<file path="config.mk">
export PLATFORM = sky130hd
export DESIGN_NAME = cfg_key_port
export DESIGN_NICKNAME = d
export VERILOG_FILES = /design/src/rtl/cfg_key_pkg.sv /design/src/rtl/cfg_key_matcher.sv /design/src/rtl/cfg_regfile.sv /design/src/rtl/cfg_key_port.sv
export SDC_FILE = /design/constraint.sdc
export NUM_CORES = 1
export LEC_CHECK = 0
export BUFFER_PORTS_ARGS = -buffer_cell sky130_fd_sc_hd__buf_2
export CAP_MARGIN = 5
export CORE_MARGIN = 2
export CORE_UTILIZATION = 55
export DETAILED_ROUTE_END_ITERATION = 8
export PLACE_DENSITY = 0.87
export SLEW_MARGIN = 20
export SYNTH_ARGS = -nofsm -noshare
export SYNTH_HDL_FRONTEND = slang
export SYNTH_SLANG_ARGS = --single-unit
</file>
<file path="constraint.sdc">
create_clock -name clk -period 4.2 [get_ports clk]
set_input_delay 0 -clock clk [delete_from_list [all_inputs] [get_ports clk]]
set_output_delay 0 -clock clk [all_outputs]
set_load 0.05 [all_outputs]
</file>
<file path="src/rtl/cfg_key_pkg.sv">
package cfg_key_pkg;
  localparam logic [7:0] KEY_B0 = 8'h87;
  localparam logic [7:0] KEY_B1 = 8'h61;
  localparam logic [7:0] KEY_B2 = 8'h55;
  localparam logic [7:0] KEY_LAST_LO = 8'h55;
  localparam logic [7:0] KEY_LAST_HI = 8'hAA;

  localparam logic [7:0] IDX_EXIT  = 8'h02;
  localparam logic [7:0] EXIT_VAL  = 8'h02;
  localparam logic [7:0] IDX_DEV   = 8'h07;
  localparam logic [7:0] IDX_ID_HI = 8'h20;
  localparam logic [7:0] IDX_ID_LO = 8'h21;
  localparam logic [7:0] IDX_BA_HI = 8'h60;
  localparam logic [7:0] IDX_BA_LO = 8'h61;
  localparam logic [7:0] IDX_DIR0  = 8'hF0;
  localparam logic [7:0] DEV_GPIO  = 8'h02;
  localparam logic [7:0] LOCKED_RD = 8'hFF;

  typedef enum logic [1:0] {
    KS_WAIT0 = 2'd0,
    KS_WAIT1 = 2'd1,
    KS_WAIT2 = 2'd2,
    KS_WAIT3 = 2'd3
  } key_step_t;
endpackage

</file>
<file path="src/rtl/cfg_key_matcher.sv">
module cfg_key_matcher
  import cfg_key_pkg::*;
#(
  parameter logic [7:0] LAST_BYTE = 8'h55
) (
  input  logic       clk,
  input  logic       rst,
  input  logic       byte_vld,
  input  logic [7:0] byte_in,
  input  logic       relock,
  output logic       open
);
  key_step_t  step_q;
  logic [7:0] want;

  always_comb begin
    case (step_q)
      KS_WAIT0: want = KEY_B0;
      KS_WAIT1: want = KEY_B1;
      KS_WAIT2: want = KEY_B2;
      default:  want = LAST_BYTE;
    endcase
  end

  always_ff @(posedge clk) begin
    if (rst) begin
      step_q <= KS_WAIT0;
      open   <= 1'b0;
    end else if (relock) begin
      step_q <= KS_WAIT0;
      open   <= 1'b0;
    end else if (!open && byte_vld) begin
      if (byte_in == want) begin
        if (step_q == KS_WAIT3) begin
          open   <= 1'b1;
          step_q <= KS_WAIT0;
        end else begin
          step_q <= key_step_t'(step_q + 2'd1);
        end
      end else if (byte_in == KEY_B0) begin
        step_q <= KS_WAIT1;
      end else begin
        step_q <= KS_WAIT0;
      end
    end
  end

  a_r2_final_byte_opens: assert property (@(posedge clk) disable iff (rst)
    (!open && byte_vld && !relock && step_q == KS_WAIT3 && byte_in == LAST_BYTE) |=> open);

  a_r3_wrong_0x87_restarts: assert property (@(posedge clk) disable iff (rst)
    (!open && byte_vld && !relock && byte_in == KEY_B0 && step_q != KS_WAIT0)
      |=> (step_q == KS_WAIT1 && !open));

  a_r9_relock_closes: assert property (@(posedge clk) disable iff (rst)
    relock |=> !open);
endmodule

</file>
<file path="src/rtl/cfg_regfile.sv">
module cfg_regfile
  import cfg_key_pkg::*;
#(
  parameter int          NGPIO    = 16,
  parameter logic [15:0] CHIP_ID  = 16'h8761,
  parameter logic [15:0] DEF_BASE = 16'h0A00,
  localparam int         NBANK    = NGPIO / 8
) (
  input  logic             clk,
  input  logic             rst,
  input  logic             open,
  input  logic             idx_wr,
  input  logic             dat_wr,
  input  logic [7:0]       wdata,
  output logic [7:0]       idx_val,
  output logic [7:0]       dat_val,
  output logic             relock,
  output logic [15:0]      rt_base,
  output logic [NGPIO-1:0] gpio_dir
);
  logic [7:0] idx_q;
  logic [7:0] dev_q;
  logic [7:0] dir_q [NBANK];
  logic       dev_on;
  logic       wr_ok;

  assign dev_on  = (dev_q == DEV_GPIO);
  assign wr_ok   = open && dat_wr;
  assign relock  = wr_ok && (idx_q == IDX_EXIT) && (wdata == EXIT_VAL);
  assign idx_val = idx_q;

  always_ff @(posedge clk) begin
    if (rst) begin
      idx_q <= 8'h00;
      dev_q <= 8'h00;
    end else begin
      if (open && idx_wr) idx_q <= wdata;
      if (wr_ok && idx_q == IDX_DEV) dev_q <= wdata;
    end
  end

  always_ff @(posedge clk) begin
    if (rst) begin
      rt_base <= DEF_BASE;
    end else if (wr_ok && dev_on) begin
      if (idx_q == IDX_BA_HI) rt_base[15:8] <= wdata;
      if (idx_q == IDX_BA_LO) rt_base[7:0]  <= wdata;
    end
  end

  for (genvar b = 0; b < NBANK; b++) begin : g_bank
    localparam logic [7:0] BANK_IDX = 8'(IDX_DIR0 + b);
    always_ff @(posedge clk) begin
      if (rst) begin
        dir_q[b] <= 8'h00;
      end else if (wr_ok && dev_on && idx_q == BANK_IDX) begin
        dir_q[b] <= wdata;
      end
    end
    assign gpio_dir[8*b +: 8] = dir_q[b];
  end

  always_comb begin
    dat_val = 8'h00;
    case (idx_q)
      IDX_DEV:   dat_val = dev_q;
      IDX_ID_HI: dat_val = CHIP_ID[15:8];
      IDX_ID_LO: dat_val = CHIP_ID[7:0];
      IDX_BA_HI: if (dev_on) dat_val = rt_base[15:8];
      IDX_BA_LO: if (dev_on) dat_val = rt_base[7:0];
      default:   dat_val = 8'h00;
    endcase
    for (int b = 0; b < NBANK; b++) begin
      if (dev_on && idx_q == 8'(IDX_DIR0 + b)) dat_val = dir_q[b];
    end
  end

  a_r4_dir_frozen_locked: assert property (@(posedge clk) disable iff (rst)
    !open |=> $stable(gpio_dir));

  a_r4_base_frozen_locked: assert property (@(posedge clk) disable iff (rst)
    !open |=> $stable(rt_base));

  a_r6_unselected_dir_kept: assert property (@(posedge clk) disable iff (rst)
    !dev_on |=> $stable(gpio_dir));
endmodule

</file>
<file path="src/rtl/cfg_key_port.sv">
module cfg_key_port
  import cfg_key_pkg::*;
#(
  parameter logic [15:0] PORT_ADDR = 16'h002E,
  parameter logic [15:0] CHIP_ID   = 16'h8761,
  parameter logic [15:0] DEF_BASE  = 16'h0A00,
  parameter int          NGPIO     = 16
) (
  input  logic             clk,
  input  logic             rst,
  input  logic [15:0]      io_addr,
  input  logic             io_wr,
  input  logic             io_rd,
  input  logic [7:0]       io_wdata,
  output logic [7:0]       io_rdata,
  output logic [15:0]      rt_base,
  output logic [NGPIO-1:0] gpio_dir
);
  localparam logic [15:0] DATA_ADDR = PORT_ADDR + 16'd1;
  localparam logic [7:0]  KEY_LAST  =
    (PORT_ADDR == 16'h004E) ? KEY_LAST_HI : KEY_LAST_LO;

  logic       at_idx, at_dat;
  logic       open;
  logic       relock;
  logic [7:0] idx_val, dat_val;

  assign at_idx = (io_addr == PORT_ADDR);
  assign at_dat = (io_addr == DATA_ADDR);

  cfg_key_matcher #(.LAST_BYTE(KEY_LAST)) u_key (
    .clk      (clk),
    .rst      (rst),
    .byte_vld (io_wr && at_idx),
    .byte_in  (io_wdata),
    .relock   (relock),
    .open     (open)
  );

  cfg_regfile #(
    .NGPIO    (NGPIO),
    .CHIP_ID  (CHIP_ID),
    .DEF_BASE (DEF_BASE)
  ) u_regs (
    .clk      (clk),
    .rst      (rst),
    .open     (open),
    .idx_wr   (io_wr && at_idx),
    .dat_wr   (io_wr && at_dat),
    .wdata    (io_wdata),
    .idx_val  (idx_val),
    .dat_val  (dat_val),
    .relock   (relock),
    .rt_base  (rt_base),
    .gpio_dir (gpio_dir)
  );

  always_ff @(posedge clk) begin
    if (rst) begin
      io_rdata <= LOCKED_RD;
    end else if (io_rd && (at_idx || at_dat)) begin
      if (!open)       io_rdata <= LOCKED_RD;
      else if (at_idx) io_rdata <= idx_val;
      else             io_rdata <= dat_val;
    end
  end

  a_r4_locked_read_ff: assert property (@(posedge clk) disable iff (rst)
    (!open && io_rd && at_dat) |=> io_rdata == LOCKED_RD);

  a_r5_id_high_byte: assert property (@(posedge clk) disable iff (rst)
    (open && io_rd && at_dat && idx_val == IDX_ID_HI) |=> io_rdata == CHIP_ID[15:8]);

  a_r5_id_low_byte: assert property (@(posedge clk) disable iff (rst)
    (open && io_rd && at_dat && idx_val == IDX_ID_LO) |=> io_rdata == CHIP_ID[7:0]);

  a_r10_other_addr_hold: assert property (@(posedge clk) disable iff (rst)
    (!at_idx && !at_dat) |=> $stable(io_rdata));
endmodule

</file>
==> results.yml <==
routing:
  drc_errors: 0
  routed_wl_um: 9150
  viasPerCell: 6.28
  drt-wirelength-per-cell_um: 19.4
  firstDrtPassIters: 6
  antenna_left: 0
  drt_iter0_markers: 421
  num_vias: 2966
setup_path:
  cp.required_ns: 4.25
  path_max_fanout: 18
  crit_start: "u_regs.idx_val[0]"
  crit_path_end_kind: "flip-flop"
  critPathKind: "reg -> reg"
  r2r_start: "u_regs.idx_val[0]"
  cp.arrival_ns: 3.03
  setup.worst_path.start_class: "flip-flop"
cts:
  htree_levels: 3
  clock-sinks: 59
  cts_buffer_depth: 2
  clock_latency_ns: 0.34
  path_clk_slew_ns: 0.07
  cts_inserted_buffers: 9
  ctsRootBufferMaster: "clkbuf_8"
  post_cts_resized: 0
  cts_tree: "yes"
floorplanning:
  die_w_um: 80.1
  die_h_um: 80.1
  rows: 27
  core-area_um2: 5540
  die_area_um2: 6410
  io_pins: 68
  initial_core_util_pct: 57.4
logic_synthesis:
  synth_top_area_share_pct: 27.1
  ys_seq_area_share_pct: 42.2
  syn-num-nets: 371
  synth.area.top_cells: "dfxtp_1 (27%), edfxtp_1 (15%), mux2i_1 (5.3%), nor2_1 (4.2%), and2_1 (2.9%)"
  ys_async_sr_fraction_pct: 0
  syn_inst: 338
  yosysMostFrequentCell: "dfxtp_1"
  synth.avg_cell_area_um2: 9.41
  synth.largest_area_cell: "dfxtp_1"
  ys_ff_latch: 59
  netlist_top_cells_count: "dfxtp_1 (43), nor2_1 (36), a21oi_1 (18), clkbuf_1 (18), mux2i_1 (17)"
  synthFlopType: "dfxtp_1"
  yosysWarnings: 0
  synth_edf_count: 16
  ys_types: 54
  netlist_area_um2: 3180
place:
  port_buffers: 67
  hpwl_um: 6430
  place_ws_ns: 1.27
  dp_cells: 454
  dpl_cell_area_um2: 3510
  gp_congestion: 0.954
cells_and_area:
  layout-drive-gt1-share_pct: 27.3
  design_area_um2: 3720
  final-instance-count-excl-fill: 472
  antenna_cells: 0
  nets: 428
  syn_to_final_growth_pct: 16.9
  final_core_util_pct: 67.2
sta:
  fmax_ghz: 0.336
  whs_ns: 0.0334
  hold_violations: 0
  fin_ws_ns: 1.22
  fin_skew_ns: 0.00833
  tightest_slew_ns: 0.922
  rsz0062_at_grt: "false"
  setup_viol: 0
  finalMaxSlewViolations: 0
  period_needed_ns: 2.98
  maxSlewHeadroom_pct: 38.0
  setup-tns-final_ns: 0
  min_period_over_period_pct: 70.9
grt:
  grt_overflow: 0
  grt_pass1_wl_um: 14000
  grt_usage_pct: 29.3
  grt_pass1_vias: 2675
  grt_max_degree: 37
  antenna_found_initial: 0
pwr:
  power_mw: 1.18
  p_per_area_nw_per_um2: 318
  p_leak_nw: 1.40
  worst_ir_drop_vdd_mv: 0.189
run:
  maxCapViolCount: 0
min_path:
  min_from: "io_wdata[2]"
  hold_path_class: "in -> reg"
outcome:
  status: "finished clean"
## registers in the layout, summed over array words and instances, names as in the netlist
signal          cells
u_regs.dir_q       16
u_regs.rt_base     16
u_key.open          1
u_regs.dev_q        8
u_regs.idx_val      8
u_key.step_q        2
io_rdata            8
## cell usage in the layout, fill, tap and decap left out, types with 4 or more instances in the layout
cell type	count
a211o_1	6
a21oi_1	18
a222oi_1	4
a31oi_1	9
and2_1	15
and3_1	5
buf_2	67
buf_4	5
clkbuf_8	9
dfxtp_1	43
edfxtp_1	16
ha_1	5
inv_1	7
mux2_2	8
mux2i_1	17
nand2_1	16
nand3_1	12
nand4_1	10
nor2_1	36
nor3_1	10
nor4_1	5
o21ai_0	7
o21ai_1	5
o31ai_1	8
## worst paths after layout
kind                             end  slack (ns)  cells past startpoint
hold / removal     u_regs.rt_base[2]        0.03                      3
hold reg to reg          io_rdata[0]        0.48                      1
setup reg to reg  u_regs.dir_q[1][1]        1.22                      4
setup / recovery  u_regs.dir_q[1][1]        1.22                      4
## kinds of logic after synthesis
logic type	synth area share, %
buf+inv	5.19
compound gates	15.6
fa+ha+maj	1.97
xor+xnor	0.551
mux	8.18
flops	42.2
simple gates	26.3
## repair_timing
| action | 4_1_cts | 5_1_grt |
|---|---|---|
| hold endpoints to repair | 2 | 0 |
| setup buffers | 0 | 0 |
| hold buffers | 2 | 0 |
| setup endpoints to repair | 0 | 0 |
## critical path: stages (launching register included)
cell     delay, ns
dfxtp_1       0.74
or4b_1        0.71
or4_1         0.81
o21ai_0       0.23
buf_4         0.19
## cell type report
type	count	area, µm²
Clock buffer	10	128
Fill cell	469	1820
Clock inverter	6	56.3
Tap cell	72	90.1
Timing Repair Buffer	74	393
Sequential cell	59	1340
Inverter	7	26.3
Multi-Input combinational cell	244	1690
## layer usage
metal / track usage [%] / share of wire, %
met2: 42.8 / 46
met3: 6.63 / 9.8
met1: 41.7 / 43
met4: 12.2 / 1.9
met5: 0 / 0
## power by group
group | leakage, nW | internal (mW) | total [mW] | switching [mW]
clock | 0.0935 | 0.269 | 0.498 | 0.229
combinational | 0.806 | 0.0220 | 0.0886 | 0.0667
sequential | 0.498 | 0.591 | 0.596 | 0.00547
Power figures use the tool's default switching activity.
